<file path="src/rtl/mon_pkg.sv">
// Shared constants for the monitor alarm checker: register map offsets.
// Assumes a 5-bit register address and at most eight channels.
package mon_pkg;
    localparam int ADDR_W   = 5;
    localparam logic [ADDR_W-1:0] A_RES_BASE = 5'd0;
    localparam logic [ADDR_W-1:0] A_HI_BASE  = 5'd8;
    localparam logic [ADDR_W-1:0] A_LO_BASE  = 5'd16;
    localparam logic [ADDR_W-1:0] A_DONE     = 5'd24;
    localparam logic [ADDR_W-1:0] A_HIFLAG   = 5'd25;
    localparam logic [ADDR_W-1:0] A_LOFLAG   = 5'd26;
    localparam logic [ADDR_W-1:0] A_IRQEN    = 5'd27;
    localparam logic [ADDR_W-1:0] A_CTRL     = 5'd28;
endpackage

</file>
<file path="src/rtl/mon_seq.sv">
// Rotation tracker: holds the channel expected next and accepts a word
// only when its channel tag matches. Assumes channels 0..NUM_CH-1.
module mon_seq #(
    parameter int NUM_CH = 5,
    parameter int CH_W   = $clog2(NUM_CH)
) (
    input  logic            clk,
    input  logic            rst_n,
    input  logic            conv_valid,
    input  logic [CH_W-1:0] conv_ch,
    output logic [CH_W-1:0] exp_ch,
    output logic            accept
);
    localparam logic [CH_W-1:0] LAST_CH = CH_W'(NUM_CH - 1);

    // Accept only the channel the rotation expects.
    always_comb accept = conv_valid && (conv_ch == exp_ch);

    // Advance the pointer after each accepted word, wrapping at the last channel.
    always_ff @(posedge clk) begin
        if (!rst_n)
            exp_ch <= '0;
        else if (accept)
            exp_ch <= (exp_ch == LAST_CH) ? '0 : exp_ch + 1'b1;
    end
endmodule

</file>
<file path="src/rtl/mon_cmp.sv">
// Limit comparator for one channel. Masks the low MASK_W bits of the word
// and both limits, then compares signed or unsigned depending on SIGNED_CMP.
module mon_cmp #(
    parameter int DATA_W     = 16,
    parameter int MASK_W     = 4,
    parameter bit SIGNED_CMP = 1'b0
) (
    input  logic [DATA_W-1:0] value,
    input  logic [DATA_W-1:0] hi_lim,
    input  logic [DATA_W-1:0] lo_lim,
    output logic              above,
    output logic              below
);
    localparam int SIG_W = DATA_W - MASK_W;

    logic [SIG_W-1:0] v_s, h_s, l_s;

    // Keep only the significant bits of each operand.
    always_comb begin
        v_s = value[DATA_W-1:MASK_W];
        h_s = hi_lim[DATA_W-1:MASK_W];
        l_s = lo_lim[DATA_W-1:MASK_W];
    end

    generate
        if (SIGNED_CMP) begin : g_signed
            // Two's-complement compare.
            always_comb begin
                above = $signed(v_s) > $signed(h_s);
                below = $signed(v_s) < $signed(l_s);
            end
        end else begin : g_unsigned
            // Unsigned compare.
            always_comb begin
                above = v_s > h_s;
                below = v_s < l_s;
            end
        end
    endgenerate
endmodule

</file>
<file path="src/rtl/mon_alarm_top.sv">
// Monitor alarm checker top. Stores per-channel results, done bits and
// sticky high/low alarm flags, and drives irq and fault. Assumes the
// converter delivers channels in rotation and that NUM_CH <= 8.
module mon_alarm_top
    import mon_pkg::*;
#(
    parameter int NUM_CH  = 5,
    parameter int DATA_W  = 16,
    parameter int MASK_W  = 4,
    parameter int TEMP_CH = 4,
    parameter int CH_W    = $clog2(NUM_CH)
) (
    input  logic              clk,
    input  logic              rst_n,
    input  logic              conv_valid,
    input  logic [CH_W-1:0]   conv_ch,
    input  logic [DATA_W-1:0] conv_data,
    input  logic [ADDR_W-1:0] reg_addr,
    input  logic              reg_wr,
    input  logic [DATA_W-1:0] reg_wdata,
    output logic [DATA_W-1:0] reg_rdata,
    output logic              irq,
    output logic              fault
);
    localparam logic [DATA_W-1:0] U_HI_RST = {DATA_W{1'b1}};
    localparam logic [DATA_W-1:0] U_LO_RST = '0;
    localparam logic [DATA_W-1:0] S_HI_RST = {1'b0, {(DATA_W-1){1'b1}}};
    localparam logic [DATA_W-1:0] S_LO_RST = {1'b1, {(DATA_W-1){1'b0}}};

    logic [DATA_W-1:0] result_q [NUM_CH];
    logic [DATA_W-1:0] hi_lim_q [NUM_CH];
    logic [DATA_W-1:0] lo_lim_q [NUM_CH];
    logic [NUM_CH-1:0] done_q, hi_flag_q, lo_flag_q, ien_q;
    logic              fault_en_q;

    logic [CH_W-1:0]   exp_ch;
    logic              accept;
    logic [NUM_CH-1:0] above_v, below_v, ch_hot;
    logic [NUM_CH-1:0] hi_set, lo_set, done_set;
    logic [NUM_CH-1:0] hi_clr, lo_clr, done_clr;
    logic [2:0]        idx;
    logic              idx_ok;

    mon_seq #(.NUM_CH(NUM_CH), .CH_W(CH_W)) u_seq (
        .clk(clk), .rst_n(rst_n), .conv_valid(conv_valid),
        .conv_ch(conv_ch), .exp_ch(exp_ch), .accept(accept)
    );

    generate
        for (genvar c = 0; c < NUM_CH; c++) begin : g_ch
            mon_cmp #(.DATA_W(DATA_W), .MASK_W(MASK_W),
                      .SIGNED_CMP(c == TEMP_CH)) u_cmp (
                .value(conv_data), .hi_lim(hi_lim_q[c]), .lo_lim(lo_lim_q[c]),
                .above(above_v[c]), .below(below_v[c])
            );

            // Per-channel limit registers, reset to values that never alarm.
            always_ff @(posedge clk) begin
                if (!rst_n) begin
                    hi_lim_q[c] <= (c == TEMP_CH) ? S_HI_RST : U_HI_RST;
                    lo_lim_q[c] <= (c == TEMP_CH) ? S_LO_RST : U_LO_RST;
                end else if (reg_wr) begin
                    if (reg_addr == A_HI_BASE + ADDR_W'(c)) hi_lim_q[c] <= reg_wdata;
                    if (reg_addr == A_LO_BASE + ADDR_W'(c)) lo_lim_q[c] <= reg_wdata;
                end
            end

            // Per-channel result register, loaded by an accepted word.
            always_ff @(posedge clk) begin
                if (!rst_n)
                    result_q[c] <= '0;
                else if (ch_hot[c])
                    result_q[c] <= conv_data;
            end
        end
    endgenerate

    // Decode the set and write-one-to-clear masks for this cycle.
    always_comb begin
        ch_hot   = accept ? (NUM_CH'(1) << conv_ch) : '0;
        done_set = ch_hot;
        hi_set   = ch_hot & above_v;
        lo_set   = ch_hot & below_v;
        done_clr = (reg_wr && reg_addr == A_DONE)   ? reg_wdata[NUM_CH-1:0] : '0;
        hi_clr   = (reg_wr && reg_addr == A_HIFLAG) ? reg_wdata[NUM_CH-1:0] : '0;
        lo_clr   = (reg_wr && reg_addr == A_LOFLAG) ? reg_wdata[NUM_CH-1:0] : '0;
    end

    // Sticky status bits: clear on write-one, set wins over clear.
    always_ff @(posedge clk) begin
        if (!rst_n) begin
            done_q    <= '0;
            hi_flag_q <= '0;
            lo_flag_q <= '0;
        end else begin
            done_q    <= (done_q    & ~done_clr) | done_set;
            hi_flag_q <= (hi_flag_q & ~hi_clr)   | hi_set;
            lo_flag_q <= (lo_flag_q & ~lo_clr)   | lo_set;
        end
    end

    // Interrupt enables and global fault enable.
    always_ff @(posedge clk) begin
        if (!rst_n) begin
            ien_q      <= '0;
            fault_en_q <= 1'b0;
        end else if (reg_wr) begin
            if (reg_addr == A_IRQEN) ien_q      <= reg_wdata[NUM_CH-1:0];
            if (reg_addr == A_CTRL)  fault_en_q <= reg_wdata[0];
        end
    end

    // Combined outputs from the sticky flags.
    always_comb begin
        irq   = |((hi_flag_q | lo_flag_q) & ien_q);
        fault = fault_en_q && |(hi_flag_q | lo_flag_q);
    end

    // Register read multiplexer.
    always_comb begin
        idx       = reg_addr[2:0];
        idx_ok    = 32'(idx) < NUM_CH;
        reg_rdata = '0;
        case (reg_addr[ADDR_W-1:3])
            2'd0: if (idx_ok) reg_rdata = result_q[idx];
            2'd1: if (idx_ok) reg_rdata = hi_lim_q[idx];
            2'd2: if (idx_ok) reg_rdata = lo_lim_q[idx];
            default: begin
                if (reg_addr == A_DONE)   reg_rdata = DATA_W'(done_q);
                if (reg_addr == A_HIFLAG) reg_rdata = DATA_W'(hi_flag_q);
                if (reg_addr == A_LOFLAG) reg_rdata = DATA_W'(lo_flag_q);
                if (reg_addr == A_IRQEN)  reg_rdata = DATA_W'(ien_q);
                if (reg_addr == A_CTRL)   reg_rdata = DATA_W'(fault_en_q);
            end
        endcase
    end
endmodule

</file>
<file path="config.mk">
export PLATFORM = sky130hd
export DESIGN_NAME = mon_alarm_top
export DESIGN_NICKNAME = d
export VERILOG_FILES = /design/src/rtl/mon_pkg.sv /design/src/rtl/mon_seq.sv /design/src/rtl/mon_cmp.sv /design/src/rtl/mon_alarm_top.sv
export SDC_FILE = /design/constraint.sdc
export NUM_CORES = 1
export LEC_CHECK = 0
export ABC_AREA = 0
export BUFFER_PORTS_ARGS = -buffer_cell sky130_fd_sc_hd__buf_4
export CORE_AREA = 2 2 200 202
export DETAILED_ROUTE_END_ITERATION = 16
export DIE_AREA = 0 0 202 204
export PLACE_DENSITY = 0.62
export SYNTH_ARGS = -nofsm -noshare
export SYNTH_HDL_FRONTEND = slang
export SYNTH_SLANG_ARGS = --single-unit
</file>
<file path="constraint.sdc">
create_clock -name clk -period 5.2 [get_ports clk]
set_input_delay 0.78 -clock clk [delete_from_list [all_inputs] [get_ports clk]]
set_output_delay 0.78 -clock clk [all_outputs]
set_load 0.02 [all_outputs]
</file>
==> metrics.md <==
| Metric | Value |
|---|---|
| Post-CTS Setup Inserts | `0` |
| Setup Crit Path Kind | `in2out` |
| # rows | `73` |
| Top cell type's share of synthesized area | `0.4676` |
| Final Routed Wirelength | `about 46000 um` |
| Hold_buf cts | `0` |
| Synth area leaders | `edfxtp_1 (47%), ha_1 (9.5%), mux4_2 (6.7%), and2_1 (5.4%), dfxtp_1 (3.1%)` |
| Critical Path Source Type | `input port` |
| Worst Tran Pin Value | `1135 ps` |
| Placed wire-length estimate | `between 30000 and 40000 um` |
| Warnings from Yosys | `0` |
| Worst Hold Slack | `roughly 490 ps` |
| Placed Area | `approximately 0.016 sq mm` |
| Layout net count | `between 1500 and 2000` |
| Die area | `~0.041 sq mm` |
| Util after Layout | `0.4414` |
| Drt via density | `around 5.7` |
| DR DRC count | `0` |
| CTS H-tree depth | `1` |
| Chip Width | `202 um` |
| Hold Vio Cnt, Final | `0` |
| Die height | `~200 um` |
| Final WS setup | `a little over 1000 ps` |
| Seq/Total Area, Yosys | `0.4987` |
| Total GRT Usage | `0.2214` |
| CTS Root Cell | `clkbuf_16` |
| Top Ports | `a little over 60` |
| Clk_skew | `about 15 ps` |
| Via count | `10920` |
| Slew Viols, Final | `0` |
| R2R depth | `5` |
| Syn nets | `around 1500` |
| Power per Cell Area | `roughly 300 mW/mm^2` |
| Antenna Cells | `0` |
| Max-cap viol count | `0` |
| Clock slew seen by the registers of the worst setup and hold paths | `approximately 70 ps` |
| Seq cells post-synth | `264` |
| Cell count after synthesis | `approximately 1300` |
| Clk sinks | `264` |
| First-pass GRT wire length | `~70000 um` |
| Mapped Area | `about 0.015 sq mm` |
| Layout area overhead | `12.22%` |
| DR WL/cell | `between 20 and 25 um` |
| Setup TNS | `0 ps` |
| Worst hold stages | `2` |
| Leak pwr | `between 6 and 7 nW` |
| Drt first pass iters | `5` |
| Post-synth ARST share | `0` |
| Commonest non-fill, non-tap cell in the layout | `edfxtp_1` |
| Endpoints failing setup | `0` |
| Vias in the first global route | `11210` |
| Synth Flop Type | `edfxtp_1` |
| Post-synth top area cell | `edfxtp_1` |
| CP required | `~4400 ps` |
| VDD IR max | `roughly 0.22 mV` |
| Commonest cells after routing, fill and taps aside | `edfxtp_1 (240), and2_1 (134), inv_1 (122)` |
| Cts repair resizes | `0` |
| Routability cong. | `around 0.9` |
| Placed Cells incl. Taps | `1878` |
| Number of flops mapped to enable cells by yosys | `240` |
| Clk_lat worst skew | `between 500 and 600 ps` |
| Run status | `finished clean` |
| Crit Path Max Fanout | `54` |
| Port Buffers | `61` |
| Worst setup EP type | `output pin` |
| Final period utilization | `0.8032` |
| Synth unique cells | `just under 70` |
| Fmax | `about 0.24 GHz` |
| Power, Total | `5.143 mW` |
| Clock Path Buffers | `3` |
| Worst EP arrival | `~3400 ps` |
| Post-route ant nets | `0` |
| RSZ-0062 raised after global routing | `false` |
| CTS tree | `built` |
| Final instance area | `about 0.017 sq mm` |
| Initial antenna violation count | `0` |
| Synth Area per Inst | `between 10 and 15 sq um` |
| Largest net degree at the start of global routing | `between 60 and 70` |
| Place WS | `just under 1000 ps` |
| Core Region | `0.03918 sq mm` |
| Starting DRC count in detailed routing | `~960` |
| Final min period | `4176 ps` |
| CTS Buf Count | `28` |
| Grt total ovfl | `0` |
| Max transition margin | `0.2238` |
| Layout cell share with drive strength beyond 1 | `0.1340` |
| Initial Utilization | `0.3934` |
| Worst Hold Class | `reg2reg` |
| Post-Layout Cell Count | `about 1900` |
layer usage:
| metal | wire length [um] | GRT usage | vias to the layer above |
|---|---|---|---|
| li1 | - | - | 5024 |
| met1 | 19420 | 0.2911 | 5427 |
| met2 | 21870 | 0.3748 | 375 |
| met3 | 2638 | 0.02790 | 97 |
| met4 | 1576 | 0.08325 | 0 |
| met5 | 0 | 0 | - |
layout make-up:
cell class / count / area (sq um)
Fill cell: 3608 / 21890
Sequential cell: 264 / 7687
Multi-Input combinational cell: 881 / 6924
Clock buffer: 36 / 802.0
Tap cell: 525 / 656.9
Timing Repair Buffer: 82 / 628.1
Inverter: 126 / 473.0
Clock inverter: 14 / 125.1
cells in the mapped netlist, types with 3 or more instances:
| library cell | n |
|---|---|
| and4_1 | 5 |
| o31a_1 | 8 |
| a21oi_1 | 70 |
| clkbuf_1 | 35 |
| mux4_2 | 46 |
| buf_6 | 3 |
| a2111oi_0 | 3 |
| mux2i_1 | 37 |
| ha_1 | 117 |
| edfxtp_1 | 240 |
| nor4_1 | 10 |
| inv_1 | 122 |
| o22a_1 | 5 |
| a32oi_1 | 3 |
| clkbuf_2 | 4 |
| clkinv_1 | 4 |
| a31oi_1 | 4 |
| nand2b_1 | 14 |
| nor3_1 | 30 |
| buf_2 | 22 |
| or4_1 | 3 |
| and3_1 | 5 |
| and2_1 | 134 |
| a31o_2 | 3 |
| nor2_1 | 51 |
| nand4bb_1 | 3 |
| nand2_1 | 55 |
| buf_4 | 5 |
| a211o_1 | 6 |
| o21ai_0 | 49 |
| nor2b_1 | 26 |
| a211oi_1 | 8 |
| nand3_1 | 19 |
| nand4_1 | 26 |
| dfxtp_1 | 24 |
| o211ai_1 | 5 |
| or3_1 | 64 |
| a21o_1 | 28 |
| o31ai_1 | 7 |
state kept, by name (all words and copies together) (netlist names):
name          count
hi_lim_q         80
lo_lim_q         80
result_q         80
done_q            5
hi_flag_q         5
ien_q             5
lo_flag_q         5
u_seq.exp_ch      3
fault_en_q        1
where the power goes:
group          switching [mW]  internal (mW)  total [mW]  leakage, nW
Sequential             0.0506           2.40        2.46         2.60
Clock                   0.854           1.18        2.04        0.457
Combinational           0.404          0.248       0.652         3.81
worst max-delay path, stage by stage:
cell and delay, ps:
buf_4 360, nor2_1 390, and2_1 880, a21oi_1 150, o21ai_0 360, o31a_1 240, buf_4 150
final timing paths:
path | from | to | slack, ps
hold / removal | done_q[0] | done_q[0] | 490
hold reg to reg | done_q[0] | done_q[0] | 490
setup reg to reg | u_seq.exp_ch[0] | lo_flag_q[0] | 2410
setup / recovery | reg_addr[0] | reg_rdata[14] | 1020
kinds of logic (layout without fill, tap and decap cells):
kind of cell,Yosys count,count (layout),synth area share
buf+inv,197,258,0.05349
simple gates,461,461,0.1704
fa+ha+maj,117,117,0.09497
xor+xnor,2,2,0.001137
mux,84,84,0.09197
compound gates,217,217,0.08929
flops,264,264,0.4987
No activity file was read; power rests on OpenSTA's default activity.
